File: src/rtl/dbw_pkg.sv
package dbw_pkg;
   // Mask field width within the control word
   localparam int unsigned FIELD_W = 6;

   // Trim a mask field so its ones run from the MSB down to the first zero
   function automatic logic [FIELD_W-1:0] trim_field(input logic [FIELD_W-1:0] f);
      logic [FIELD_W-1:0] r;
      logic               run;
      run = 1'b1;
      for (int i = FIELD_W - 1; i >= 0; i--) begin
         run  = run & f[i];
         r[i] = run;
      end
      return r;
   endfunction
endpackage

File: src/rtl/dbw_mask_fix.sv
module dbw_mask_fix
   import dbw_pkg::*;
(
   input  logic [FIELD_W-1:0] field_in,
   output logic [FIELD_W-1:0] field_out,
   output logic               trimmed
);
   logic [FIELD_W-1:0] inv;

   always_comb begin
      field_out = trim_field(field_in);
      trimmed   = (field_out != field_in);
      inv       = ~field_out;

      trim_contig_chk: assert (((inv + 1'b1) & inv) == '0);
   end
endmodule

File: src/rtl/dbw_slot.sv
module dbw_slot
   import dbw_pkg::*;
#(
   parameter int unsigned ADDR_W = 32
)(
   input  logic              clk,
   input  logic              rst_n,
   input  logic              addr_we,
   input  logic              ctrl_we,
   input  logic [ADDR_W-1:0] wr_data,
   input  logic [ADDR_W-1:0] acc_addr,
   input  logic              acc_store,
   output logic              match,
   output logic              trim_event
);
   localparam int unsigned ST_BIT = ADDR_W - 1;
   localparam int unsigned LD_BIT = ADDR_W - 2;

   logic [ADDR_W-1:0]  base_q;
   logic [FIELD_W-1:0] field_q;
   logic               st_en_q, ld_en_q;
   logic [FIELD_W-1:0] field_trim;
   logic               field_bad;
   logic [ADDR_W-1:0]  cmp_mask;
   logic               dir_ok;

   dbw_mask_fix i_fix (
      .field_in  (wr_data[FIELD_W-1:0]),
      .field_out (field_trim),
      .trimmed   (field_bad)
   );

   always_ff @(posedge clk or negedge rst_n) begin
      if (!rst_n) begin
         base_q  <= '0;
         field_q <= '0;
         st_en_q <= 1'b0;
         ld_en_q <= 1'b0;
      end else begin
         if (addr_we) base_q <= wr_data;
         if (ctrl_we) begin
            field_q <= field_trim;
            st_en_q <= wr_data[ST_BIT];
            ld_en_q <= wr_data[LD_BIT];
         end
      end
   end

   assign trim_event = ctrl_we & field_bad & (wr_data[ST_BIT] | wr_data[LD_BIT]);
   assign cmp_mask   = {{(ADDR_W-FIELD_W){1'b1}}, field_q};
   assign dir_ok     = acc_store ? st_en_q : ld_en_q;
   assign match      = dir_ok & (((acc_addr ^ base_q) & cmp_mask) == '0);


   disabled_no_match_chk: assert property (@(posedge clk) disable iff (!rst_n)
      !(st_en_q | ld_en_q) |-> !match);

   rearm_enable_chk: assert property (@(posedge clk) disable iff (!rst_n)
      ctrl_we |=> (st_en_q == $past(wr_data[ST_BIT])) && (ld_en_q == $past(wr_data[LD_BIT])));

   rearm_addr_chk: assert property (@(posedge clk) disable iff (!rst_n)
      addr_we |=> (base_q == $past(wr_data)));
endmodule

File: src/rtl/dbw_prio.sv
module dbw_prio #(
   parameter int unsigned N     = 2,
   parameter int unsigned IDX_W = 1
)(
   input  logic [N-1:0]     req,
   output logic             any,
   output logic [IDX_W-1:0] idx
);
   always_comb begin
      idx = '0;
      for (int i = N - 1; i >= 0; i--) begin
         if (req[i]) idx = IDX_W'(i);
      end
      any = |req;
   end
endmodule

File: src/rtl/dbw_matcher.sv
module dbw_matcher #(
   parameter int unsigned NUM_WP = 2,
   parameter int unsigned ADDR_W = 32,
   localparam int unsigned IDX_W = (NUM_WP > 1) ? $clog2(NUM_WP) : 1
)(
   input  logic              clk,
   input  logic              rst_n,
   input  logic              cfg_we,
   input  logic              cfg_ctrl,
   input  logic [IDX_W-1:0]  cfg_idx,
   input  logic [ADDR_W-1:0] cfg_wdata,
   input  logic              mask_fixed_clr,
   input  logic              acc_valid,
   input  logic              acc_store,
   input  logic [ADDR_W-1:0] acc_addr,
   output logic              brk_hit,
   output logic [IDX_W-1:0]  brk_idx,
   output logic              mask_fixed
);
   generate
      if (NUM_WP < 1) begin : g_bad_n
         $error("NUM_WP must be at least 1");
      end
      if (ADDR_W < dbw_pkg::FIELD_W + 2) begin : g_bad_w
         $error("ADDR_W too small for enables and mask field");
      end
   endgenerate

   logic [NUM_WP-1:0] slot_match;
   logic [NUM_WP-1:0] slot_trim;
   logic [NUM_WP-1:0] gated;
   logic              any_hit;
   logic [IDX_W-1:0]  win_idx;
   logic              trim_any;

   for (genvar g = 0; g < NUM_WP; g++) begin : g_slot
      logic sel;
      assign sel = cfg_we & (cfg_idx == IDX_W'(g));
      dbw_slot #(.ADDR_W(ADDR_W)) i_slot (
         .clk        (clk),
         .rst_n      (rst_n),
         .addr_we    (sel & ~cfg_ctrl),
         .ctrl_we    (sel & cfg_ctrl),
         .wr_data    (cfg_wdata),
         .acc_addr   (acc_addr),
         .acc_store  (acc_store),
         .match      (slot_match[g]),
         .trim_event (slot_trim[g])
      );
   end

   assign gated = acc_valid ? slot_match : '0;

   dbw_prio #(.N(NUM_WP), .IDX_W(IDX_W)) i_prio (
      .req (gated),
      .any (any_hit),
      .idx (win_idx)
   );

   assign brk_hit  = any_hit;
   assign brk_idx  = win_idx;
   assign trim_any = |slot_trim;

   always_ff @(posedge clk or negedge rst_n) begin
      if (!rst_n)               mask_fixed <= 1'b0;
      else if (trim_any)        mask_fixed <= 1'b1;
      else if (mask_fixed_clr)  mask_fixed <= 1'b0;
   end


   hit_needs_valid_chk: assert property (@(posedge clk) disable iff (!rst_n)
      brk_hit |-> acc_valid);

   winner_matches_chk: assert property (@(posedge clk) disable iff (!rst_n)
      brk_hit |-> slot_match[brk_idx]);

   lowest_wins_chk: assert property (@(posedge clk) disable iff (!rst_n)
      brk_hit |-> ((slot_match & ((NUM_WP'(1) << brk_idx) - NUM_WP'(1))) == '0));

   idle_idx_chk: assert property (@(posedge clk) disable iff (!rst_n)
      !brk_hit |-> (brk_idx == '0));

   flag_set_chk: assert property (@(posedge clk) disable iff (!rst_n)
      trim_any |=> mask_fixed);

   flag_sticky_chk: assert property (@(posedge clk) disable iff (!rst_n)
      mask_fixed && !mask_fixed_clr |=> mask_fixed);

   flag_quiet_chk: assert property (@(posedge clk) disable iff (!rst_n)
      !mask_fixed && !trim_any |=> !mask_fixed);
endmodule

File: config.mk
export PLATFORM = sky130hd
export DESIGN_NAME = dbw_matcher
export DESIGN_NICKNAME = d
export VERILOG_FILES = /design/src/rtl/dbw_pkg.sv /design/src/rtl/dbw_mask_fix.sv /design/src/rtl/dbw_slot.sv /design/src/rtl/dbw_prio.sv /design/src/rtl/dbw_matcher.sv
export SDC_FILE = /design/constraint.sdc
export NUM_CORES = 1
export LEC_CHECK = 0
export ABC_CLOCK_PERIOD_IN_PS = 1880
export BUFFER_PORTS_ARGS = -buffer_cell sky130_fd_sc_hd__buf_2
export CAP_MARGIN = 20
export CORE_MARGIN = 1.5
export CORE_UTILIZATION = 35
export DETAILED_ROUTE_END_ITERATION = 10
export SYNTH_ARGS = -nofsm -noshare
export SYNTH_HDL_FRONTEND = slang
export SYNTH_SLANG_ARGS = --single-unit
File: constraint.sdc
create_clock -name clk -period 1.88 [get_ports clk]
set_clock_uncertainty 0.2 [all_clocks]
set_input_delay 0.376 -clock clk [delete_from_list [all_inputs] [get_ports clk]]
set_output_delay 0.376 -clock clk [all_outputs]
set_load 0.05 [all_outputs]
# Yosys cells after proc, flatten, opt, wreduce, memory -nomap -nowiden
# Cells that the tools add are included.
# op_classes
n_addsub,0
n_mul,0
n_div,0
n_lt_le_gt_ge,0
eq_ne,1
n_shift,0
n_mux,7
bitwise_logic,24
reduce_logical,5
# ops
cell,n
32-bit AND,2
32-bit logical NOT,2
32-bit XOR,2
1-bit AND,17
1-bit 2-to-1 mux,6
5-bit inequality test,1
2-bit OR reduction,2
2-bit 2-to-1 mux,1
1-bit inverter,2
2-bit nonzero test,1
1-bit OR,1
# word_totals
ff_bits,81
latch_bits,0
ramBits,0
mem_bits_ro,0
output_inout_bits,3
elab_cells,46
n_memories,0

# Depth between registers and ports, before layout
# logic_depth
ltp_word,10
depth_mapped,5
ltp_nobuf,5

# Cells and area by module
# From an unflattened synthesis, not the netlist that was laid out.
# unflattened
hier_cells,303
hier_area_um2,4023.9
# modules_own_cells
module,instances,cells_per_inst,area_each_um2,seq_area_each_um2
dbw_slot,2,133,1886.8,1001.0
dbw_mask_fix,2,12,76.3,0.0
dbw_matcher,1,11,85.1,25.0
dbw_prio,1,2,12.5,0.0

# Worst setup path after synthesis
# Ideal clock, no wire load.
# synth_timing
path_kind,input -> output
start,input port acc_addr[31]
end,output port brk_idx
t_arrival_ps,1872
t_required_ps,1304
setup_slack_ps,-568
path_stages,5
path_buffers,0
path_cell_list,xor2_1 > nor4_1 > nand2_1 > nor4_2 > nor2b_1
# synth_between
elab_chain_cells,7
# synth_lines
element,line_no,text
from (decl),dbw_matcher.sv:15,"input logic [ADDR_W-1:0] acc_addr,"
32-bit XOR,dbw_slot.sv:52,assign match = dir_ok & (((acc_addr ^ base_q) & cmp_mask) == '0);
32-bit AND,dbw_slot.sv:52,
32-bit logical NOT,dbw_slot.sv:52,
1-bit AND,dbw_slot.sv:52,
2-bit 2-to-1 mux (*),dbw_matcher.sv:52,assign gated = acc_valid ? slot_match : '0;
1-bit 2-to-1 mux,dbw_prio.sv:12,if (req[i]) idx = IDX_W'(i);
1-bit 2-to-1 mux (*),dbw_prio.sv:12,
to (decl),dbw_matcher.sv:17,"output logic [IDX_W-1:0] brk_idx,"
# Every way passes the cells marked *; elsewhere a longest branch is shown, timed or not.

# Final worst setup path
# layout_timing
start,register g_slot[1].i_slot.base_q[28]
end,output port brk_idx
# layout_between
elab_chain_cells,7
# layout_lines
element,line_no,text
from (decl),dbw_slot.sv:19,logic [ADDR_W-1:0] base_q;
from (signal assigned),dbw_slot.sv:40,if (addr_we) base_q <= wr_data;
32-bit XOR,dbw_slot.sv:52,
32-bit AND,dbw_slot.sv:52,
32-bit logical NOT,dbw_slot.sv:52,
1-bit AND,dbw_slot.sv:52,
2-bit 2-to-1 mux,dbw_matcher.sv:52,
1-bit 2-to-1 mux (2 in series),dbw_prio.sv:12,
# Every way passes these cells.

==> summary.txt <==
Run status
  • Outcome: complete, but fails checks
  • Failing checks: setup timing

Place
  • Setup WS pre-CTS: -0.807 ns
  • Gp weighted congestion: 0.782
  • IO buf count: 74
  • Post-Place Cells: 521
  • Dpl hpwl: 6380 µm
  • Placed cell areas: 4550 µm²

Detailed routing
  • WL final: 8260 µm
  • Routed len/inst: 15.3 µm
  • Via density: 4.74
  • Post-route ant nets: 0
  • Drt first pass iters: 4
  • Vias: 2552
  • Starting DRT DRC Count: 65
  • DRC: 0

Timing
  • Period minus WS final: 2.69 ns
  • Fmax: 0.372 GHz
  • RSZ-0062 raised after global routing: true
  • Worst Slack Setup Final: -0.806 ns
  • Tightest Pin Transition: 0.425 ns
  • TNS Setup: -1.57 ns
  • Worst hold slack: 0.0269 ns
  • Setup violations, final: 2
  • Slew Limit Fails: 0
  • Rel. slew slack: 71.7%
  • Final hold vios: 0
  • Period utilization: 143%

Yosys
  • Asr flop ratio synth: 100%
  • Mean post-synth cell area: 13.1 µm²
  • Post-Synthesis Cell Area: 3840 µm²
  • Seq/Total Area, Yosys: 52.8%
  • Syn Inst Count: 294
  • Top FF cell, synth: dfrtp_1
  • Register bit total from synthesis: 81
  • EDFF count, synth: 0
  • Syn Nets: 366
  • Yosys cell types: 27
  • Synth warn: 0

Floorplanning
  • # rows: 38
  • Starting Density: 35.7%
  • I/O Pins: 75
  • Die H: 108 µm
  • Core ar.: 10700 µm²
  • Chip width: 108 µm
  • Die area: 11600 µm²

Clock tree
  • Max Buffers Root-to-Sink: 2
  • Number of clock sinks: 81
  • Setup Fix Bufs, Post-CTS: 0
  • Worst-skew pair later-pin latency: 0.34 ns
  • H-tree Lvls: 3
  • Num CTS Buffers: 9
  • TritonCTS clock tree: done
  • Clk slew on worst S/H paths: 0.09 ns
  • Root Driver: clkbuf_8

Cells and area
  • Fill cells: 1043
  • Post-route insts no fill: 538
  • Final design utilization: 44.9%
  • Fin area: 4820 µm²
  • Synth-to-layout area growth: 25.6%
  • # diodes: 0
  • Final #Nets: 465
  • Layout cells sized above 1: 38.4%

Setup path
  • Delay-heaviest family, CP: simple AND/OR/NAND/NOR gates
  • Crit path cell chain: xor2_1 -> nor4_1 -> buf_4 -> nand4_1 -> nor4_4 -> nor2b_4 -> buf_8
  • Critical Path AT: 2.11 ns
  • CP Capture Type: output port
  • Worst path slowest cell: dfrtp_1
  • Crit path max fanout: 2
  • Worst path bufs/invs: 2
  • CP Data Required Time: 1.30 ns
  • Largest stage delay, worst path: 0.39 ns
  • CP Class: register to output port
  • Startpoint types: register

Global routing
  • Vias in the first global route: 2751
  • Wire length of the first global-routing pass: 13500 µm
  • Tot GR Track Use: 15.4%
  • Largest net degree at the start of global routing: 40
  • GRT overflow: 0
  • Initial antenna violation count: 0

Power and ir drop
  • Final total power: 4.47 mW
  • Power per cell area: 927 nW/µm²
  • VDD IR-drop max: 376 µV
  • P_leak: 2.17 nW

Min path
  • HP Class: input pin to register

Flow run
  • Max Cap Viol: 0
## final timing paths
kind                                        startpoint                     endpoint  slack [ns]  cells after the start
max                        g_slot[1].i_slot.base_q[28]                      brk_idx       -0.81                      7
min                                     mask_fixed_clr                   mask_fixed        0.03                      2
max reg2reg                 g_slot[1].i_slot.base_q[0]   g_slot[1].i_slot.base_q[0]        0.85                      1
min reg2reg                g_slot[1].i_slot.field_q[1]  g_slot[1].i_slot.field_q[1]        0.29                      2
max in group asynchronous                        rst_n  g_slot[1].i_slot.field_q[5]        0.61                      3
min in group asynchronous                        rst_n  g_slot[1].i_slot.base_q[12]        0.29                      2
## timing repair
| action | 4_1_cts | 5_1_grt |
|---|---|---|
| endpoints found under the hold margin | 29 | 0 |
| setup endpoints to repair | 2 | 2 |
| pin swaps | 3 | 1 |
| hold buffers | 1 | 0 |
| resized for setup | 8 | 1 |
## cells in the mapped netlist, types with 2 or more instances
cell type  count  area, µm²
a22oi_1        4       30.0
xnor2_1        6       52.6
mux2_2        35        394
nand2_1       19       71.3
mux2i_1        2       20.0
clkbuf_1       2       7.51
o21ai_0       12       60.1
nand4_1        4       25.0
dfrtp_1       81       2030
inv_1          2       7.51
a221o_1        2       20.0
nand3_1        3       15.0
xor2_1        58        508
nor4_1        11       68.8
mux2_1        34        383
buf_4          3       22.5
nand3b_1       2       15.0
nor4_2         3       37.5
buf_2          3       15.0
## power breakdown
| group | switching (mW) | internal (mW) |
|---|---|---|
| sequential | 0.186 | 2.04 |
| combinational | 0.388 | 0.457 |
| clock | 0.642 | 0.753 |
## cell usage in the layout, fill, tap and decap left out, types with 2 or more instances in the layout
master / instances
buf_4: 20
nand3_1: 3
mux2_1: 34
o21ai_0: 12
bufinv_16: 2
xnor2_1: 6
xor2_1: 58
nor4_2: 3
nand2_1: 19
nor4_1: 9
clkinvlp_4: 2
mux2_2: 35
clkinv_4: 2
clkbuf_8: 9
nor4_4: 2
inv_1: 2
buf_2: 71
a221o_1: 2
nand4_1: 4
buf_8: 2
dfrtp_1: 81
mux2i_1: 2
buf_12: 2
a22oi_1: 4
nand3b_1: 2
## layout make-up
| class | count | area [µm²] | area share (%) |
|---|---|---|---|
| Sequential cell | 81 | 2030 | 42.1 |
| Multi-Input combinational cell | 203 | 1800 | 37.4 |
| Timing Repair Buffer | 96 | 586 | 12.1 |
| Tap cell | 140 | 175 | 3.63 |
| Clock buffer | 10 | 128 | 2.65 |
| Clock inverter | 6 | 92.6 | 1.92 |
| Inverter | 2 | 7.51 | 0.156 |
## state kept, by name, indices dropped and copies added (netlist names)
register,count
g_slot.i_slot.field_q,12
g_slot.i_slot.base_q,64
mask_fixed,1
g_slot.i_slot.st_en_q,2
g_slot.i_slot.ld_en_q,2
## kinds of logic after synthesis
logic type	count (synthesis)	share of synthesized area, %
simple gates	47	6.98
xor+xnor	64	14.6
flops	81	52.8
compound gates	21	3.46
buf+inv	10	1.37
mux	71	20.8
## metal layers
| layer | GRT usage (%) | share of wire, % | wire (µm) |
|---|---|---|---|
| met1 | 20.8 | 49 | 4030 |
| met2 | 24.0 | 45 | 3750 |
| met3 | 4.06 | 4.3 | 354 |
| met4 | 4.98 | 1.5 | 126 |
| met5 | 0 | 0 | 0 |
No activity file was read; power rests on OpenSTA's default activity.
